`src/rtl/defl_sel_pkg.sv`:
```
package defl_sel_pkg;
  localparam int N_MESH = 4;
  typedef enum logic [1:0] {DIR_N = 2'd0, DIR_E = 2'd1, DIR_S = 2'd2, DIR_W = 2'd3} mdir_e;
  typedef logic [1:0] prio_t;

  function automatic logic [1:0] oh_to_dir(input logic [N_MESH-1:0] oh);
    logic [1:0] d;
    d = '0;
    for (int k = 0; k < N_MESH; k++)
      if (oh[k]) d = 2'(k);
    return d;
  endfunction
endpackage

```
`src/rtl/defl_loser_det.sv`:
```
module defl_loser_det #(
  parameter int N_IN = 5
) (
  input  logic [N_IN-1:0] vld_i,
  input  logic [N_IN-1:0] won_i,
  output logic [N_IN-1:0] lost_o
);
  assign lost_o = vld_i & ~won_i;
endmodule

```
`src/rtl/defl_prio_calc.sv`:
```
module defl_prio_calc
  import defl_sel_pkg::*;
#(
  parameter int YW = 2
) (
  input  logic [1:0]           opt_i,
  input  logic [YW-1:0]        cur_y_i,
  input  logic [YW-1:0]        dst_y_i,
  output prio_t [N_MESH-1:0]   prio_o
);
  prio_t n_pri, s_pri;

  always_comb begin
    if (cur_y_i == dst_y_i) begin
      n_pri = 2'd2; s_pri = 2'd2;
    end else if (cur_y_i > dst_y_i) begin
      n_pri = 2'd2; s_pri = 2'd1;
    end else begin
      n_pri = 2'd1; s_pri = 2'd2;
    end
  end

  always_comb begin
    for (int p = 0; p < N_MESH; p++) begin
      if (2'(p) == opt_i)                prio_o[p] = 2'd3;
      else if (2'(p) == (opt_i ^ 2'd2))  prio_o[p] = 2'd0;
      else if (opt_i[0])                 prio_o[p] = (2'(p) == DIR_N) ? n_pri : s_pri;
      else                               prio_o[p] = 2'd1;
    end
  end
endmodule

```
`src/rtl/defl_port_pick.sv`:
```
module defl_port_pick
  import defl_sel_pkg::*;
(
  input  logic                req_i,
  input  logic [N_MESH-1:0]   avail_i,
  input  prio_t [N_MESH-1:0]  prio_i,
  output logic [N_MESH-1:0]   gnt_o
);
  logic [N_MESH-1:0] cand, lvl_mask;
  logic found;

  // highest grade level with any free port, then lowest index
  always_comb begin
    cand = '0;
    found = 1'b0;
    lvl_mask = '0;
    for (int lvl = 3; lvl >= 0; lvl--) begin
      for (int p = 0; p < N_MESH; p++)
        lvl_mask[p] = avail_i[p] && (prio_i[p] == 2'(lvl));
      if (!found && (|lvl_mask)) begin
        found = 1'b1;
        cand = lvl_mask;
      end
    end
    gnt_o = req_i ? (cand & (~cand + 1'b1)) : '0;
  end
endmodule

```
`src/rtl/defl_port_sel.sv`:
```
module defl_port_sel
  import defl_sel_pkg::*;
#(
  parameter int N_IN = 5,
  parameter int YW   = 2,
  localparam int CW  = $clog2(N_IN + 1)
) (
  input  logic                     clk_i,
  input  logic                     rst_ni,
  input  logic [N_IN-1:0]          pkt_vld_i,
  input  logic [N_IN-1:0]          arb_won_i,
  input  logic [N_IN-1:0][1:0]     opt_port_i,
  input  logic [YW-1:0]            cur_y_i,
  input  logic [N_IN-1:0][YW-1:0]  dst_y_i,
  input  logic [3:0]               idle_i,
  output logic [N_IN-1:0]          defl_vld_o,
  output logic [N_IN-1:0][1:0]     defl_port_o,
  output logic [CW-1:0]            defl_cnt_o
);
  logic [N_IN-1:0]   lost;
  logic [N_MESH-1:0] avail_c [N_IN+1];
  logic [N_MESH-1:0] gnt     [N_IN];
  logic [N_IN-1:0]          vld_d;
  logic [N_IN-1:0][1:0]     port_d;
  logic [CW-1:0]            cnt_d;

  defl_loser_det #(.N_IN(N_IN)) i_loser (
    .vld_i (pkt_vld_i),
    .won_i (arb_won_i),
    .lost_o(lost)
  );

  assign avail_c[0] = idle_i;

  for (genvar i = 0; i < N_IN; i++) begin : g_in
    prio_t [N_MESH-1:0] prio;

    defl_prio_calc #(.YW(YW)) i_prio (
      .opt_i  (opt_port_i[i]),
      .cur_y_i(cur_y_i),
      .dst_y_i(dst_y_i[i]),
      .prio_o (prio)
    );

    defl_port_pick i_pick (
      .req_i  (lost[i]),
      .avail_i(avail_c[i]),
      .prio_i (prio),
      .gnt_o  (gnt[i])
    );

    assign avail_c[i+1] = avail_c[i] & ~gnt[i];

    AST_GNT_ONEHOT: assert property (@(posedge clk_i) disable iff (!rst_ni)
      $onehot0(gnt[i])) else $error("grant not onehot");
    AST_GNT_FREE: assert property (@(posedge clk_i) disable iff (!rst_ni)
      (gnt[i] & ~avail_c[i]) == '0) else $error("grant on taken port");
    AST_NO_STARVE: assert property (@(posedge clk_i) disable iff (!rst_ni)
      (lost[i] && (|avail_c[i])) |-> (|gnt[i])) else $error("loser left unserved");
    AST_ONLY_LOSERS: assert property (@(posedge clk_i) disable iff (!rst_ni)
      defl_vld_o[i] |-> $past(pkt_vld_i[i] && !arb_won_i[i])) else $error("winner deflected");
    AST_OUT_IDLE: assert property (@(posedge clk_i) disable iff (!rst_ni)
      defl_vld_o[i] |-> ((($past(idle_i) >> defl_port_o[i]) & 4'd1) != 4'd0))
      else $error("output port was not idle");
  end

  always_comb begin
    cnt_d = '0;
    for (int i = 0; i < N_IN; i++) begin
      vld_d[i]  = |gnt[i];
      port_d[i] = oh_to_dir(gnt[i]);
      cnt_d     = cnt_d + CW'(vld_d[i]);
    end
  end

  always_ff @(posedge clk_i or negedge rst_ni) begin
    if (!rst_ni) begin
      defl_vld_o  <= '0;
      defl_port_o <= '0;
      defl_cnt_o  <= '0;
    end else begin
      defl_vld_o  <= vld_d;
      defl_port_o <= port_d;
      defl_cnt_o  <= cnt_d;
    end
  end

  logic [N_MESH-1:0] port_use;
  always_comb begin
    port_use = '0;
    for (int i = 0; i < N_IN; i++)
      if (defl_vld_o[i]) port_use = port_use | (N_MESH'(1) << defl_port_o[i]);
  end

  AST_NO_DUP: assert property (@(posedge clk_i) disable iff (!rst_ni)
    CW'($countones(port_use)) == defl_cnt_o) else $error("port handed out twice");
  AST_CNT_PULSE: assert property (@(posedge clk_i) disable iff (!rst_ni)
    CW'($countones(defl_vld_o)) == defl_cnt_o) else $error("count mismatch");
endmodule

```
`config.mk`:
```
export PLATFORM = sky130hd
export DESIGN_NAME = defl_port_sel
export DESIGN_NICKNAME = d
export VERILOG_FILES = /design/src/rtl/defl_sel_pkg.sv /design/src/rtl/defl_loser_det.sv /design/src/rtl/defl_prio_calc.sv /design/src/rtl/defl_port_pick.sv /design/src/rtl/defl_port_sel.sv
export SDC_FILE = /design/constraint.sdc
export NUM_CORES = 1
export LEC_CHECK = 0
export ABC_CLOCK_PERIOD_IN_PS = 1600
export BUFFER_PORTS_ARGS = -buffer_cell sky130_fd_sc_hd__buf_2
export CAP_MARGIN = 40
export CORE_UTILIZATION = 37
export DETAILED_ROUTE_END_ITERATION = 8
export SETUP_SLACK_MARGIN = 0.2
export SLEW_MARGIN = 30
export SYNTH_ARGS = -nofsm -noshare
export SYNTH_HDL_FRONTEND = slang
export SYNTH_SLANG_ARGS = --single-unit
```
`constraint.sdc`:
```
create_clock -name clk_i -period 1.6 [get_ports clk_i]
set_clock_uncertainty 0.2 [all_clocks]
set_input_delay 0.32 -clock clk_i [delete_from_list [all_inputs] [get_ports clk_i]]
set_output_delay 0.32 -clock clk_i [all_outputs]
set_load 0.01 [all_outputs]
```
==> flow_summary.toml <==
[outcome]
status = "finished with violations"
violations = "negative setup slack"

[timing]
rsz0062_at_grt = "true"
hold_ws_ns = 0.260
hold_viol_final = 0
post-route-period-util = 4.33
worst_slack_ns = -5.32
slew-limit-headroom = 0.669
slew_viol_final = 0
tightest_slew_ns = 0.493
setup_violations = 17
fin_crit_ns = 6.92
clock.fmax_mhz = 144

[logic_synthesis]
yosysSeqAreaShare = 0.139
avgSynthCellArea_sq_um = 7.50
ys_ff_latch = 18
synth_top_area_frac = 0.139
synth_edf_count = 0
synth_area_leader_cell = "dfrtp_1"
synthCells = 433
syn-cell-area_sq_um = 3250
netlist_top_cells_area = "dfrtp_1 (14%), nand2_1 (5.4%), a21oi_1 (5.2%)"
synth.distinct_cells = 92
synth_nets = 484
synthFlopType = "dfrtp_1"
ys_warn_count = 0
async_reset_ff_frac = 1.00

[cts]
cts-root-buf = "clkbuf_8"
htree_levels = 1
cts_tree = "built"
cts-buffers-inserted = 3
clkSinkCount = 18
clock_path_buffers = 2
clkTransAtPathRegs_ns = 0.07

[detailed_routing]
drt_iter0_drc = 285
wl_per_cell_um = 17.2
postRouteAntennaNets = 0
drc = 0
routed_wl_um = 14000
vias = 4837
drt_pass1_iterations = 5
vias_per_cell = 5.96

[worst_setup_path]
arrival_ns = 6.86
end_kind = "flop"
cp-start-kind = "input port"
cp_max_fo = 7
slowest_delay_ns = 0.55
cp_common_cell = "buf_4"
criticalPathCategory = "input port to flop"
worstPathRequired_ns = 1.54
slowest_stage = "or4_4"

[place]
numPortBuffers = 55
dp_slack_ns = -5.54
place.gp.congestion = 1.01
detailed_place_hpwl_um = 10300

[cells_and_area]
final_cell_mix = "buf_4 (215), buf_2 (49), nand2_1 (43)"
final_layout_size_suffix_gt1_frac = 0.570
areaGrowthSynthToFinish_pct = 88.5
antenna_cells = 0
final_common_cell = "buf_4"
final_nets = 759

[floorplanning]
rows = 33
num_io_pins = 56
initial_core_util = 0.389
fp.dieH_um = 95.7
dieArea_sq_um = 9160
core_sq_um = 8340
die_width_um = 95.7

[global_route]
grt_usage = 0.301
grtUsageMet2 = 0.514
grtUsageMet3 = 0.0371
grt_pass1_vias = 4759
grt_overflow_total = 0
busiest_layer = "met2"
antenna_found_initial = 0
use_met1 = 0.402
grt_max_degree = 19
grt_pass1_wl_um = 22100

[power_and_ir_drop]
ir_drop_uv = 396
leakagePower_nw = 2.79
power_density_nw_per_um2 = 572

[job]
drv_cap = 0

[worst_hold_path]
hp-class = "input port to flop"
cell usage after synthesis, types with 6 or more instances:
| cell type | count |
|---|---|
| dfrtp_1 | 18 |
| ha_1 | 11 |
| clkbuf_1 | 12 |
| a21o_1 | 7 |
| o21ai_0 | 22 |
| a21oi_1 | 34 |
| inv_1 | 18 |
| o22a_1 | 6 |
| nand3_1 | 10 |
| nor2b_1 | 11 |
| a211o_1 | 8 |
| or3_1 | 8 |
| a211oi_1 | 14 |
| nor2_1 | 27 |
| o31ai_1 | 8 |
| nor3_1 | 9 |
| a31oi_1 | 7 |
| nand2b_1 | 14 |
| nand2_1 | 47 |
flip-flops by register name, summed over array words and instances, names as in the netlist:
signal / cells
defl_port_o: 10
defl_vld_o: 5
defl_cnt_o: 3
what timing repair did:
action,4_1_cts,5_1_grt
endpoints found under the setup margin,18,18
gates resized for setup,95,25
pin swaps,51,24
hold endpoints to repair,18,0
setup buffers,18,16
hold buffers,1,0
routing by layer:
layer  up-vias  part of all wire
met4         0             0.024
met2       225              0.47
li1       2257                 -
met5         -                 0
met1      2316              0.44
met3        39             0.071
layout make-up:
cell class                 count  area (sq um)
multi-input combinational    377          3270
fill                         599          2220
timing repair buffer         288          2140
sequential                    18           450
tap                          105           131
inverter                      20          82.6
clock buffer                   4          55.1
report_power, final:
| group | switching [mW] | internal [mW] |
|---|---|---|
| sequential | 0.0135 | 0.503 |
| combinational | 1.27 | 1.35 |
| clock | 0.150 | 0.218 |
cell families (layout without fill, tap and decap cells):
logic type / Yosys count / in the layout / synth area share
multiplexers: 5 / 5 / 0.0208
buffers and inverters: 38 / 312 / 0.0497
AND/OR/NAND/NOR: 161 / 161 / 0.263
XOR/XNOR: 1 / 1 / 0.00270
AO/OA/AOI/OAI: 197 / 197 / 0.471
adder cells (fa/ha/maj): 13 / 13 / 0.0547
flip-flops: 18 / 18 / 0.139
per-stage QoR:
stage / utilization / TNS, ns / power, mW / instances / instance area, sq um
3_5_place_dp: 0.624 / -61.21 / 2.58 / 773 / 5200
2_1_floorplan: - / -54.58 / 1.61 / 433 / 3400
6_report: 0.734 / -56.81 / 3.50 / 812 / 6120
5_1_grt: 0.734 / -59.62 / 3.73 / 812 / 6120
3_3_place_gp: 0.624 / -60.21 / 2.54 / 773 / 5200
4_1_cts: 0.705 / -53.62 / 3.27 / 796 / 5880
path summary, 6_finish.rpt:
kind / start / to / slack [ns] / cells past startpoint
min: pkt_vld_i[3] / defl_port_o[6] / 0.26 / 4
max: opt_port_i[1] / defl_cnt_o[1] / -5.32 / 26
max in group asynchronous: rst_ni / defl_cnt_o[0] / 0.58 / 2
min in group asynchronous: rst_ni / defl_port_o[8] / 0.32 / 2
critical path, delay by kind of cell:
| family | cells | cell delay, ns |
|---|---|---|
| AOI/OAI and AO/OA | 12 | 2.60 |
| adders and majority gates | 2 | 0.62 |
| buffers and inverters | 4 | 0.64 |
| muxes | 1 | 0.19 |
| and+or+nand+nor | 7 | 2.47 |
No activity file was read; power rests on OpenSTA's default activity.
